<file path="config.mk">
export PLATFORM = sky130hd
export DESIGN_NAME = handler_bin_seq
export DESIGN_NICKNAME = d
export VERILOG_FILES = /design/src/rtl/hbs_pkg.sv /design/src/rtl/hbs_sot_detect.sv /design/src/rtl/hbs_tick_counter.sv /design/src/rtl/handler_bin_seq.sv
export SDC_FILE = /design/constraint.sdc
export NUM_CORES = 1
export LEC_CHECK = 0
export ABC_AREA = 1
export BUFFER_PORTS_ARGS = -buffer_cell sky130_fd_sc_hd__buf_4
export CAP_MARGIN = 40
export CORE_UTILIZATION = 35
export CTS_CLUSTER_SIZE = 30
export DETAILED_ROUTE_END_ITERATION = 10
export REMOVE_ABC_BUFFERS = 1
export SLEW_MARGIN = 20
export SYNTH_ARGS = -nofsm -noshare
export SYNTH_HDL_FRONTEND = slang
export SYNTH_HIERARCHICAL = 1
export SYNTH_SLANG_ARGS = --single-unit
export TNS_END_PERCENT = 100
</file>
<file path="constraint.sdc">
create_clock -name clk -period 2.1 [get_ports clk]
set_input_delay 0.42 -clock clk [delete_from_list [all_inputs] [get_ports clk]]
set_output_delay 0.42 -clock clk [all_outputs]
set_load 0.02 [all_outputs]
</file>
<file path="src/rtl/hbs_pkg.sv">
package hbs_pkg;
  typedef enum logic [2:0] {
    ST_IDLE,
    ST_TESTING,
    ST_LEAD,
    ST_STROBE,
    ST_TRAIL,
    ST_HOLD
  } hbs_state_e;
endpackage

</file>
<file path="src/rtl/hbs_sot_detect.sv">
module hbs_sot_detect #(
  parameter int STAGES = 2
) (
  input  logic clk,
  input  logic rst,
  input  logic sot_in,
  input  logic sot_hi,
  output logic sot_evt
);
  localparam int LAST = STAGES;

  logic [LAST:0] sh_q;

  // synchronizer chain plus one history flop for edge detection
  always_ff @(posedge clk) begin
    if (rst) begin
      sh_q    <= '0;
      sot_evt <= 1'b0;
    end else begin
      sh_q    <= {sh_q[LAST-1:0], sot_in};
      // edge on the raw level, so a polarity change alone is not an edge
      sot_evt <= sot_hi ? (sh_q[LAST-1] & ~sh_q[LAST])
                        : (~sh_q[LAST-1] & sh_q[LAST]);
    end
  end
endmodule

</file>
<file path="src/rtl/hbs_tick_counter.sv">
module hbs_tick_counter #(
  parameter int W = 23
) (
  input  logic         clk,
  input  logic         rst,
  input  logic         load,
  input  logic [W-1:0] load_val,
  input  logic         dec,
  output logic         last
);
  logic [W-1:0] cnt_q;

  always_ff @(posedge clk) begin
    if (rst)
      cnt_q <= '0;
    else if (load)
      cnt_q <= load_val;
    else if (dec && cnt_q != '0)
      cnt_q <= cnt_q - 1'b1;
  end

  assign last = (cnt_q == W'(1));
endmodule

</file>
<file path="src/rtl/handler_bin_seq.sv">
module handler_bin_seq
  import hbs_pkg::*;
#(
  parameter int DW       = 23,
  parameter int NLINES   = 4,
  parameter int SYNC_STG = 2
) (
  input  logic              clk,
  input  logic              rst,
  input  logic              tick,
  input  logic              sot_in,
  input  logic              sot_hi,
  input  logic              test_done,
  input  logic              test_pass,
  input  logic [NLINES-1:0] pass_pat,
  input  logic [NLINES-1:0] fail_pat,
  input  logic [NLINES-1:0] clear_pat,
  input  logic              auto_clear,
  input  logic [DW-1:0]     delay_ticks,
  input  logic              busy_inv,
  input  logic              clear_cmd,
  output logic [NLINES-1:0] dout,
  output logic              seq_done
);
  localparam int DL = NLINES - 1;  // data lines below the strobe line

  hbs_state_e state_q, state_n;

  logic            sot_evt;
  logic            cnt_last;
  logic            cap_cfg, cap_res, ld_cnt, fin;
  logic [DW-1:0]   dly_q;
  logic            auto_q, binv_q;
  logic [DL-1:0]   clr_q, pass_q, fail_q, res_q;
  logic [DL-1:0]   clr_eff, res_eff;
  logic            binv_eff;
  logic [NLINES-1:0] dout_d;

  hbs_sot_detect #(.STAGES(SYNC_STG)) u_sot (
    .clk(clk), .rst(rst), .sot_in(sot_in), .sot_hi(sot_hi), .sot_evt(sot_evt)
  );

  hbs_tick_counter #(.W(DW)) u_cnt (
    .clk(clk), .rst(rst), .load(ld_cnt), .load_val(dly_q),
    .dec(tick && state_q == ST_STROBE), .last(cnt_last)
  );

  always_comb begin
    state_n = state_q;
    cap_cfg = 1'b0;
    cap_res = 1'b0;
    ld_cnt  = 1'b0;
    fin     = 1'b0;
    case (state_q)
      ST_IDLE:    if (sot_evt) begin cap_cfg = 1'b1; state_n = ST_TESTING; end
      ST_TESTING: if (test_done) begin cap_res = 1'b1; state_n = ST_LEAD; end
      ST_LEAD:
        if (tick) begin
          if (!auto_q)            state_n = ST_HOLD;
          else if (dly_q == '0)   state_n = ST_TRAIL;
          else begin              state_n = ST_STROBE; ld_cnt = 1'b1; end
        end
      ST_STROBE:  if (tick && cnt_last) state_n = ST_TRAIL;
      ST_HOLD:    if (clear_cmd) state_n = ST_TRAIL;
      ST_TRAIL:   if (tick) begin state_n = ST_IDLE; fin = 1'b1; end
      default:    state_n = ST_IDLE;
    endcase
  end

  // values valid in the cycle they are captured
  assign clr_eff  = cap_cfg ? clear_pat[DL-1:0] : clr_q;
  assign binv_eff = cap_cfg ? busy_inv : binv_q;
  assign res_eff  = cap_res ? (test_pass ? pass_q : fail_q) : res_q;

  always_comb begin
    case (state_n)
      ST_IDLE:             dout_d = {busy_inv, clear_pat[DL-1:0]};
      ST_TESTING:          dout_d = {binv_eff, clr_eff};
      ST_LEAD, ST_TRAIL:   dout_d = {binv_eff, res_eff};
      ST_STROBE, ST_HOLD:  dout_d = {~binv_eff, res_eff};
      default:             dout_d = {busy_inv, clear_pat[DL-1:0]};
    endcase
  end

  always_ff @(posedge clk) begin
    if (rst) begin
      state_q  <= ST_IDLE;
      dly_q    <= '0;
      auto_q   <= 1'b0;
      binv_q   <= 1'b0;
      clr_q    <= '0;
      pass_q   <= '0;
      fail_q   <= '0;
      res_q    <= '0;
      dout     <= '0;
      seq_done <= 1'b0;
    end else begin
      state_q  <= state_n;
      dout     <= dout_d;
      seq_done <= fin;
      if (cap_cfg) begin
        dly_q  <= delay_ticks;
        auto_q <= auto_clear;
        binv_q <= busy_inv;
        clr_q  <= clear_pat[DL-1:0];
        pass_q <= pass_pat[DL-1:0];
        fail_q <= fail_pat[DL-1:0];
      end
      if (cap_res)
        res_q <= res_eff;
    end
  end
endmodule

</file>
# After elaboration in Yosys (flattened, before gate mapping)
# Index checks and enable logic that the tools add are counted.
[op_classes]
add_sub_neg = 1
multipliers = 0
n_div = 0
magnitude_cmp = 0
eq_ne = 11
n_shift = 0
muxes = 26
n_bitwise = 6
n_reduce_logical = 10
[op_table]
columns = ["cell", "n"]
rows = [
  ["2-to-1 mux 23 bit", 2],
  ["2-to-1 mux 3 bit", 11],
  ["equality test 23 x 1 -> 1 bit, second input constant", 1],
  ["logical NOT 23 bit", 1],
  ["nonzero test 23 bit", 1],
  ["subtractor 23 x 1 -> 23 bit, second input constant", 1],
  ["case mux 3 bit (6 select lines)", 1],
  ["equality test 3 x 2 -> 1 bit, second input constant", 4],
  ["equality test 3 bit, second input constant", 4],
  ["case mux 4 bit (3 select lines)", 1],
  ["2-to-1 mux 1 bit", 11],
  ["equality test 3 x 1 -> 1 bit, second input constant", 2],
  ["OR reduction 2 bit", 3],
  ["inverter 1 bit", 4],
  ["logical AND 1 bit", 3],
  ["logical NOT 3 bit", 1],
  ["bitwise AND 1 bit", 2],
  ["nonzero test 2 bit", 1],
]
[totals]
reg_bits = 72
latch_bits = 0
ramBits = 0
romBits = 0
inputBits = 45
output_inout_bits = 5
n_memories = 0

# Depth between registers and ports, before layout
[logic_depth]
depth_word = 8
ltp_mapped = 17
depth_no_buf = 17

# Cells and area by module
# The synthesis kept the hierarchy.
[by_module_without_submodules]
columns = ["module", "n_inst", "cells_per_inst", "area_each_um2", "seq_area_each_um2"]
rows = [
  ["handler_bin_seq", 1, 274, 1908.1, 900.9],
  ["hbs_tick_counter", 1, 303, 1780.5, 460.4],
  ["hbs_sot_detect", 1, 18, 135.1, 80.1],
]

# Worst setup path after synthesis
# OpenSTA, ideal clock, no wires.
[synth_path]
path_type = "register -> register"
start = "register u_cnt.cnt_q[16]"
end = "register dout[3]"
setup_ns = 0.109
t_arrival_ns = 1.680
t_required_ns = 1.991
setup_slack_ns = 0.310
stages_incl_launch_ff = 17
path_buffers = 0
path_cell_list = "dfxtp_1 > nor2_1 > nand2_1 > nor2_2 > nand3_1 > nor3_1 > nand2_1 > nand4_1 > o211ai_1 > nor2_1 > nand3_1 > nand2_1 > inv_1 > nand2_1 > nand3_1 > nand2_1 > inv_1"
[synth_between]
elab_chain_len = 7
word_cells_on_any_way = 12
cone_classes = "eq/ne: 6; mux: 3; reduce/logical: 3"
[synth_lines]
columns = ["item", "line_no", "text"]
rows = [
  ["start, declared", "hbs_tick_counter.sv:11", "logic [W-1:0] cnt_q;"],
  ["start signal, assigned", "hbs_tick_counter.sv:17", "cnt_q <= load_val;"],
  ["start signal, assigned", "hbs_tick_counter.sv:19", "cnt_q <= cnt_q - 1'b1;"],
  ["equality test 23 x 1 -> 1 bit (*)", "hbs_tick_counter.sv:22", "assign last = (cnt_q == W'(1));"],
  ["via cnt_last", "handler_bin_seq.sv:30", "logic cnt_last;"],
  ["logical AND 1 bit (*)", "handler_bin_seq.sv:63", "ST_STROBE: if (tick && cnt_last) state_n = ST_TRAIL;"],
  ["2-to-1 mux 3 bit (*)", "handler_bin_seq.sv:63", ""],
  ["case mux 3 bit (6 select lines) (*)", "handler_bin_seq.sv:54", "case (state_q)"],
  ["equality test 3 x 2 -> 1 bit or equality test 3 bit (tied branches)", "handler_bin_seq.sv:76", "case (state_n)"],
  ["OR reduction 2 bit", "handler_bin_seq.sv:76", ""],
  ["case mux 4 bit (3 select lines) (*)", "handler_bin_seq.sv:76", ""],
  ["end signal, assigned", "handler_bin_seq.sv:99", "dout <= dout_d;"],
  ["end, declared", "handler_bin_seq.sv:22", "output logic [NLINES-1:0] dout,"],
]
# Mark *: on every way through the listed nets, which the timed path passes. The rest lies on a longest branch.
# A chain may end at the register's enable or synchronous reset.

# Final worst setup path
[layout_path]
start = "register u_cnt.cnt_q[21]"
end = "register dout[3]"
# The elaborated chain is that of the path after synthesis.

==> qor.csv <==
metric;value;unit
P_int;2320;uW
clock root cell;clkbuf_8;
Worst-path clk slew;80;ps
initial antenna violation count;0;
outcome;complete, no violations;
fin crit share;94.5;%
Via density;4.77;
DR vias;3787;
Post-Route WL;9.46;mm
worst skew pair latency;350;ps
M3 GR Usage;3.19;%
max_cap viols;0;
most frequent CP cell;nand2_1;
cts hold-fix bufs;0;
crit path max fanout;4;
Initial Utilization;36.5;%
RD Place Congestion;0.818;
placed instance area;0.00439;mm2
synthesis-to-finish area growth;22.7;%
dpl cells;777;
multi-input logic area;0.00210;mm2
dpl hpwl;6.92;mm
Post-Synthesis Cell Area;0.00382;mm2
final net count;700;
Cell variety after synth;34;
worst setup margin;116;ps
register area;0.00145;mm2
power share of the clock group;45.2;%
LEAKAGE;0.00224;uW
critical path arrival;2240;ps
Hold Path Class;primary input to flop;
most instantiated cells after synthesis;nand2_1, nor2_1, dfxtp_1, inv_1, o21ai_0;
Synth Register Bits;72;
Clock Skew;15.8;ps
part of the power in combinational logic;7.7;%
Psw;677;uW
top cell family by delay on the critical path;simple AND/OR/NAND/NOR gates;
syn_area_per_cell;6.43;um2
Post-synth top flop;dfxtp_1;
worst-case clock buffer depth;2;
Final Hold Vio Count;0;
router iterations before antenna repair;4;
Critical-path top delay cell;dfxtp_4;
maximum vdd drop;299;uV
pwr dens;640;mW/mm2
buffers and inverters on the worst path;2;
Place WS;34.9;ps
Ys Warns;6;
total CTS buffers;9;
Cells after Synth;595;
largest area contributor in the netlist;dfxtp_1;
Iteration-0 DRC Markers;226;
Final min period;1980;ps
Switching Share;22.6;%
vias in the first global route;3466;
final setup fails;0;
GRT overflow;0;
wire length per cell;11.9;um
H-Tree Depth;3;
gr busiest metal;met2;
CP cell instances;nor2_4 > nand2_2 > nor2_4 > nand3_2 > nor3_2 > nand2_1 > nand4_1 > o211ai_1 > nor2_1 > nand3_1 > nand2_1 > inv_1 > nand2_1 > nand3_1 > nand2_1 > inv_1;
type of the worst setup path;flop to flop;
Synth top area share;37.7;%
PortBufs;46;
Total GRT Usage;17.8;%
ys async rst share;0;%
DIE AREA;0.0113;mm2
Critical Path Start Type;flop;
Req. time, crit path;2360;ps
fmax;0.504;GHz
CTS tree;built;
met2 Use GR;29.0;%
ratio of cells with drive above 1 in the final layout;18.8;%
# diodes;0;
Seq pwr share;47.1;%
RSZ-0062 raised after global routing;yes;
Die X;107;um
DRC Markers;0;
wire length of the first global-routing pass;15.9;mm
most frequent cell after synthesis;nand2_1;
fillcell total;1128;
design area;0.00469;mm2
area of the core;0.0105;mm2
# rows;37;
Ports;50;
die height;107;um
worst rel slew slack;62.6;%
Pwr Total;3000;uW
post-route ant nets;0;
crit-path max cell delay;370;ps
worst slew pin tran;559;ps
pin count of the biggest net entering global routing;32;
crit end category;flop;
Non-Filler Instances;794;
sequential area share after synthesis;37.7;%
final core occ;44.8;%
leading post-synthesis cells by cell area;dfxtp_1, nand2_1, nor2_1;
Final Max Tran Viols;0;
Post-synth EDFFs;0;
met1 usage;23.5;%
clk sink count;72;
layer usage:
metal | part of all wire [%] | wire length (um)
met5 | 0 | 0
met4 | 1.9 | 182
met3 | 3.5 | 327
met2 | 46 | 4360
met1 | 48 | 4590
per-stage QoR:
stage	hold slack, ps	setup TNS [ps]
floorplan	388	-1490
global placement	390	0
detailed placement	401	0
CTS	261	0
global route	275	-155
finish	279	0
power by group through the flow:
| stage | Sequential, uW | Clock (uW) | Combinational [uW] |
|---|---|---|---|
| global route | 1420 | 1450 | 263 |
| finish | 1410 | 1360 | 233 |
| CTS | 1410 | 1400 | 236 |
| detailed placement | 1450 | 0 | 235 |
| global placement | 1450 | 0 | 232 |
| floorplan | 1450 | 0 | 108 |
cell type report:
cell class / instances / share of cell area [%]
multi-input cells: 445 / 44.9
flip-flops and latches: 72 / 30.8
repair buffers: 66 / 10.6
inverters: 59 / 4.83
well taps: 136 / 3.63
clock buffers: 11 / 3.01
clock inverters: 5 / 2.21
sequential cells by signal, indices dropped and copies added (netlist names):
register / flops
state_q: 3
clr_q: 3
binv_q: 1
dout: 4
res_q: 3
u_sot/sot_evt: 1
u_cnt/cnt_q: 23
dly_q: 23
pass_q: 3
auto_q: 1
seq_done: 1
u_sot/sh_q: 3
fail_q: 3
tightest hold or removal path, stage by stage:
cell and delay (ps):
buf_4 70, inv_1 30, nor2_1 70
worst paths after layout:
kind / slack [ps] / start / endpoint / depth (start not counted)
setup / recovery: 120 / u_cnt/cnt_q[21] / dout[3] / 16
setup reg to reg: 120 / u_cnt/cnt_q[21] / dout[3] / 16
hold reg to reg: 410 / u_sot/sh_q[0] / u_sot/sh_q[1] / 2
hold / removal: 280 / sot_in / u_sot/sh_q[0] / 3
what timing repair did:
item | CTS | global route
setup endpoints to repair | 0 | 12
endpoints found under the hold margin | 0 | 0
setup buffers | 0 | 1
resized for setup | 0 | 16
logic make-up after synthesis:
| logic type | Yosys count | synth area share, % |
|---|---|---|
| buffers and inverters | 78 | 8.31 |
| DFF | 72 | 37.7 |
| xor gates and xnor gates | 5 | 1.15 |
| muxes | 1 | 0.262 |
| and+or+nand+nor | 361 | 40.7 |
| adders and majority gates | 2 | 0.654 |
| AOI/OAI and AO/OA | 76 | 11.2 |
cell usage in the layout (no fill, tap or decap), types with 2 or more instances in the layout:
master,netlist,routed
nand2_1,146,144
nor2_1,140,136
dfxtp_1,72,70
buf_4,1,65
inv_1,55,54
o21ai_0,48,48
nand3_1,42,41
a21oi_1,14,14
a21oi_2,10,10
clkbuf_8,0,10
nand4_1,9,9
nor2_4,3,6
nand2_2,3,5
nor2_2,3,4
inv_2,2,3
nor3_1,4,3
or2_2,3,3
bufinv_16,0,3
xor2_1,3,3
o211ai_1,2,2
nand3_4,2,2
inv_4,2,2
nand2_8,2,2
xnor2_1,2,2
ha_1,2,2
Power figures use the tool's default switching activity.
